[src/rtl/pifc_pkg.sv]
package pifc_pkg;
  typedef enum logic [1:0] {
    WIN_NONE = 2'd0,
    WIN_A    = 2'd1,
    WIN_B    = 2'd2,
    WIN_IDLE = 2'd3
  } win_e;

  typedef enum logic [1:0] {
    SRC_NONE = 2'd0,
    SRC_A    = 2'd1,
    SRC_B    = 2'd2
  } src_e;
endpackage

[src/rtl/pifc_edge_sync.sv]
module pifc_edge_sync #(
  parameter int STAGES = 2
) (
  input  logic clk,
  input  logic rst_n,
  input  logic din,
  output logic level,
  output logic rise
);
  logic [STAGES-1:0] sh;
  logic              prev;

  always_ff @(posedge clk or negedge rst_n) begin
    if (!rst_n) begin
      sh   <= '0;
      prev <= 1'b0;
    end else begin
      sh   <= {sh[STAGES-2:0], din};
      prev <= sh[STAGES-1];
    end
  end

  assign level = sh[STAGES-1];
  assign rise  = sh[STAGES-1] & ~prev;
endmodule

[src/rtl/pifc_stall_timer.sv]
module pifc_stall_timer #(
  parameter int LIMIT = 1_000_000
) (
  input  logic clk,
  input  logic rst_n,
  input  logic restart,
  output logic stalled
);
  localparam int             W   = $clog2(LIMIT + 1);
  localparam logic [W-1:0]   LIM = W'(LIMIT);

  logic [W-1:0] cnt;

  always_ff @(posedge clk or negedge rst_n) begin
    if (!rst_n)           cnt <= '0;
    else if (restart)     cnt <= '0;
    else if (cnt != LIM)  cnt <= cnt + 1'b1;
  end

  assign stalled = (cnt == LIM);
endmodule

[src/rtl/pifc_arbiter.sv]
module pifc_arbiter
  import pifc_pkg::*;
(
  input  logic clk,
  input  logic rst_n,
  input  logic rise_a,
  input  logic rise_b,
  input  logic stall_a,
  input  logic stall_b,
  output win_e state,
  output src_e last
);
  logic only_a, only_b;
  win_e state_nx;
  src_e last_nx;

  assign only_a = rise_a & ~rise_b;
  assign only_b = rise_b & ~rise_a;

  always_comb begin
    last_nx = last;
    if (only_a)      last_nx = SRC_A;
    else if (only_b) last_nx = SRC_B;

    state_nx = state;
    if (stall_a && stall_b)                state_nx = WIN_IDLE;
    else if (only_a && last == SRC_A)      state_nx = WIN_A;
    else if (only_b && last == SRC_B)      state_nx = WIN_B;
    else if (stall_b)                      state_nx = WIN_A;
    else if (stall_a)                      state_nx = WIN_B;
    else if (state == WIN_IDLE)            state_nx = WIN_NONE;
  end

  always_ff @(posedge clk or negedge rst_n) begin
    if (!rst_n) begin
      state <= WIN_NONE;
      last  <= SRC_NONE;
    end else begin
      state <= state_nx;
      last  <= last_nx;
    end
  end
endmodule

[src/rtl/pifc_top.sv]
module pifc_top
  import pifc_pkg::*;
#(
  parameter int SYNC_STAGES  = 2,
  parameter int STALL_CYCLES = 1_000_000
) (
  input  logic       clk,
  input  logic       rst_n,
  input  logic       pulse_a,
  input  logic       pulse_b,
  output logic [1:0] winner,
  output logic       pass_out
);
  localparam int NCH = 2;

  logic [NCH-1:0] din, lvl, rise, stall;
  win_e           state;
  src_e           last;

  assign din = {pulse_b, pulse_a};

  for (genvar i = 0; i < NCH; i++) begin : g_ch
    pifc_edge_sync #(.STAGES(SYNC_STAGES)) u_sync (
      .clk   (clk),
      .rst_n (rst_n),
      .din   (din[i]),
      .level (lvl[i]),
      .rise  (rise[i])
    );

    pifc_stall_timer #(.LIMIT(STALL_CYCLES)) u_stall (
      .clk     (clk),
      .rst_n   (rst_n),
      .restart (rise[i]),
      .stalled (stall[i])
    );
  end

  pifc_arbiter u_arb (
    .clk     (clk),
    .rst_n   (rst_n),
    .rise_a  (rise[0]),
    .rise_b  (rise[1]),
    .stall_a (stall[0]),
    .stall_b (stall[1]),
    .state   (state),
    .last    (last)
  );

  always_ff @(posedge clk or negedge rst_n) begin
    if (!rst_n) pass_out <= 1'b0;
    else begin
      unique case (state)
        WIN_A:   pass_out <= lvl[0];
        WIN_B:   pass_out <= lvl[1];
        default: pass_out <= 1'b0;
      endcase
    end
  end

  assign winner = state;
endmodule

[config.mk]
export PLATFORM = sky130hd
export DESIGN_NAME = pifc_top
export DESIGN_NICKNAME = d
export VERILOG_FILES = /design/src/rtl/pifc_pkg.sv /design/src/rtl/pifc_edge_sync.sv /design/src/rtl/pifc_stall_timer.sv /design/src/rtl/pifc_arbiter.sv /design/src/rtl/pifc_top.sv
export SDC_FILE = /design/constraint.sdc
export NUM_CORES = 1
export LEC_CHECK = 0
export BUFFER_PORTS_ARGS = -buffer_cell sky130_fd_sc_hd__buf_2
export CORE_MARGIN = 8
export CORE_UTILIZATION = 46
export CTS_BUF_LIST = sky130_fd_sc_hd__clkbuf_4 sky130_fd_sc_hd__clkbuf_8
export DETAILED_ROUTE_END_ITERATION = 8
export REMOVE_ABC_BUFFERS = 1
export SYNTH_ARGS = -nofsm -noshare
export SYNTH_HDL_FRONTEND = slang
export SYNTH_SLANG_ARGS = --single-unit
[constraint.sdc]
create_clock -name clk -period 4.7 [get_ports clk]
set_input_delay 0.94 -clock clk [delete_from_list [all_inputs] [get_ports clk]]
set_output_delay 0.94 -clock clk [all_outputs]
set_load 0.1 [all_outputs]
==> run_results.csv <==
group,metric,value,unit
sta,rsz0062_at_grt,"false",
synthesis,avgSynthCellArea,9.68,sq um
layout,diodes,0,
sta,clock_skew,0.0118,ns
synthesis,yosysTopAreaCell,"dfrtp_1",
layout,fillers,505,
power,powerDensity,343,nW/um^2
layout,fin_nets,292,
synthesis,post-synth-top-area-fraction,0.486,
sta,fin_crit,2.13,ns
sta,setup_viol,0,
sta,setup_ws,2.57,ns
sta,finalSetupTns,0,ns
sta,slew-limit-headroom,0.571,
global_route,grt-ovfl-total,0,
sta,hold_violations,0,
synthesis,synth-edff-count,0,
synthesis,ys_ff_latch,51,
clocking,ctsResizeCount,0,
clocking,cts_tree,"yes",
setup_path,cp_top_family,"buffers and inverters",
sta,fmax,469,MHz
power,p_leak,1.26,nW
sta,min_period_over_period,0.454,
placement,dp_hpwl,3490,microns
die,start_util,0.476,
clocking,cts_buffer_depth,2,
placement,placed_cells,344,
global_route,grt_pass1_vias,1964,
setup_path,critPathMaxFanout,18,
route,drc,0,
layout,drive_above_1_share,0.0679,
die,core_area,5510,sq um
setup_path,cp-end-kind,"flop",
clocking,hold_buffers,0,
placement,portBuffers,6,
synthesis,yosys_warnings,0,
route,drtAntennaViolNets,0,
route,drt_iter0_drc,113,
power,ir_worst_vdd,236,uV
synthesis,async_flop_share,1.00,
setup_path,crit_required,4.88,ns
synthesis,syn_area,2620,sq um
setup_path,cp.arrival,2.32,ns
setup_path,startpoint,"g_ch[1].u_sync.sh[1]",
route,viasPerCell,5.62,
route,dr_total_vias,1979,
global_route,grt_start_max_net_pins,52,
sta,final_max_slew_viol_count,0,
synthesis,ys_types,37,
setup_path,reg2reg_slack,2.57,ns
clocking,htree_levels,2,
die,dieWidth,91.5,microns
layout,syn_to_final_growth,7.53,%
worst_hold_path,worstHoldPathType,"flop to flop",
setup_path,max_stage_delay,0.54,ns
clocking,cts_sinks,51,
die,io_pins,7,
synthesis,netlist_instances,271,
die,rows,27,
placement,pre_cts_slack,2.56,ns
global_route,grt_pass1_wl,9030,microns
setup_path,critPathSlowestCell,"clkinv_1",
clocking,cts_root_buf,"clkbuf_8",
placement,routabilityCongestion,0.783,
clocking,post_cts_buffers,0,
route,wl_per_cell,14.1,microns
setup_path,cp_cell_sequence,"nand2b_1 > clkinv_1 > ha_1 > nor3b_1 > a21oi_1 > a211oi_1",
setup_path,path_buf_inv,1,
setup_path,worstSetupPathType,"flop to flop",
route,routed_wl,4960,microns
die,dieArea,8380,sq um
flow_run,cap_violations,0,
die,die_y,91.5,microns
global_route,grt_usage,0.126,
setup_path,r2r-start,"g_ch[1].u_sync.sh[1]",
synthesis,synth-main-ff-cell,"dfrtp_1",
setup_path,start_kind,"flop",
clocking,cts_buffers,5,
synthesis,ys_seq_area_frac,0.486,
global_route,antenna_found_initial,0,
layout,fin_cells,352,
synthesis,synth_area_leaders,"dfrtp_1 (49%), ha_1 (4.3%), xnor2_1 (4.0%)",
sta,worstMarginPinSlew,0.644,ns
worst_hold_path,hp-start,"g_ch[0].u_sync.sh[0]",
status,outcome,"finished clean",
clocking,clock_latency,0.30,ns
route,dr.pass1.iters,4,
clocking,cts.clk_slew.worst_paths,0.09,ns
[worst reg2reg max path, delay by kind of cell, from the launching register on]
kind / cells / cell delay [ns]
compound gates: 2 / 0.21
fa+ha+maj: 1 / 0.41
buf+inv: 1 / 0.54
flops: 1 / 0.41
simple gates: 2 / 0.45
[cell type report]
type                            count  area, sq um  share of cell area
Clock buffer                        6         76.3              0.0271
Clock inverter                      2         16.3             0.00576
Inverter                           13         48.8              0.0173
Multi-Input combinational cell    201         1280               0.452
Sequential cell                    51         1280               0.452
Tap cell                           72         90.1              0.0319
Timing Repair Buffer                7         37.5              0.0133
[metal layers]
layer  routed length [microns]  GRT usage  up-vias
li1                          -          -      986
met1                      2480      0.167      964
met2                      2310      0.205       25
met3                       134     0.0288        4
met4                        38     0.0300        0
met5                         0          0        -
[Yosys cell counts (2+ instances only)]
library cell and number:
dfrtp_1 51, nor2_1 26, nand2_1 21, nand3_1 17
a21oi_1 15, and3_1 14, o21ai_0 14, xnor2_1 12
inv_1 11, ha_1 9, or3_1 8, xor2_1 7
clkbuf_1 6, nor4_1 6, nand2b_1 5, nand4_1 5
a31oi_1 4, a41o_1 4, mux2i_1 4, nor3_1 4
and2_1 3, and4_1 3, nor4b_1 3, or4_1 3
a211o_1 2, clkinv_1 2, o31ai_1 2
[power by group]
| part | total [mW] | internal [mW] | switching (mW) |
|---|---|---|---|
| Clock | 0.259 | 0.113 | 0.146 |
| Combinational | 0.191 | 0.0573 | 0.133 |
| Sequential | 0.518 | 0.476 | 0.0418 |
[worst paths after layout]
check,endpoint,depth (start not counted)
min,g_ch[0].u_sync.sh[1],0
max reg2reg,u_arb.state[1],6
max in group asynchronous,u_arb.state[0],2
min in group asynchronous,g_ch[1].u_stall.cnt[16],2
min reg2reg,g_ch[0].u_sync.sh[1],0
max,u_arb.state[1],6
[cells by family after synthesis]
kind of cell | share of synthesized area
and+or+nand+nor | 0.259
DFF | 0.486
AOI/OAI and AO/OA | 0.102
xor gates and xnor gates | 0.0634
buffers and inverters | 0.0272
adders and majority gates | 0.0429
muxes | 0.0196
[registers in the layout, indices dropped and copies added (netlist names)]
signal,flops
pass_out,1
g_ch.u_stall.cnt,40
g_ch.u_sync.prev,2
u_arb.last,2
u_arb.state,2
g_ch.u_sync.sh,4
[placed cells by master (no fill, tap or decap), types with 2 or more instances in the layout]
cell type / count
inv_1: 11
nor4_1: 6
xor2_1: 7
ha_1: 9
xnor2_1: 12
a41o_1: 4
o21ai_0: 14
clkbuf_8: 5
a211o_1: 2
nor4b_1: 3
and2_1: 3
clkinv_1: 2
nor2_1: 26
and3_1: 14
buf_2: 6
nand2_1: 21
mux2i_1: 4
or3_1: 8
nor3_1: 4
nand3_1: 17
nand2b_1: 5
nand4_1: 5
and4_1: 3
o31ai_1: 2
a21oi_1: 15
dfrtp_1: 51
a31oi_1: 4
or4_1: 3
[per-stage QoR]
stage	area [sq um]	power (mW)	hold slack (ns)	util
2_1_floorplan	2600	0.668	0.331	-
3_3_place_gp	2730	0.715	0.340	0.496
4_1_cts	2820	0.981	0.368	0.512
5_1_grt	2820	1.02	0.384	0.512
3_5_place_dp	2730	0.720	0.344	0.496
6_report	2820	0.968	0.359	0.512
No activity file was read; power rests on OpenSTA's default activity.
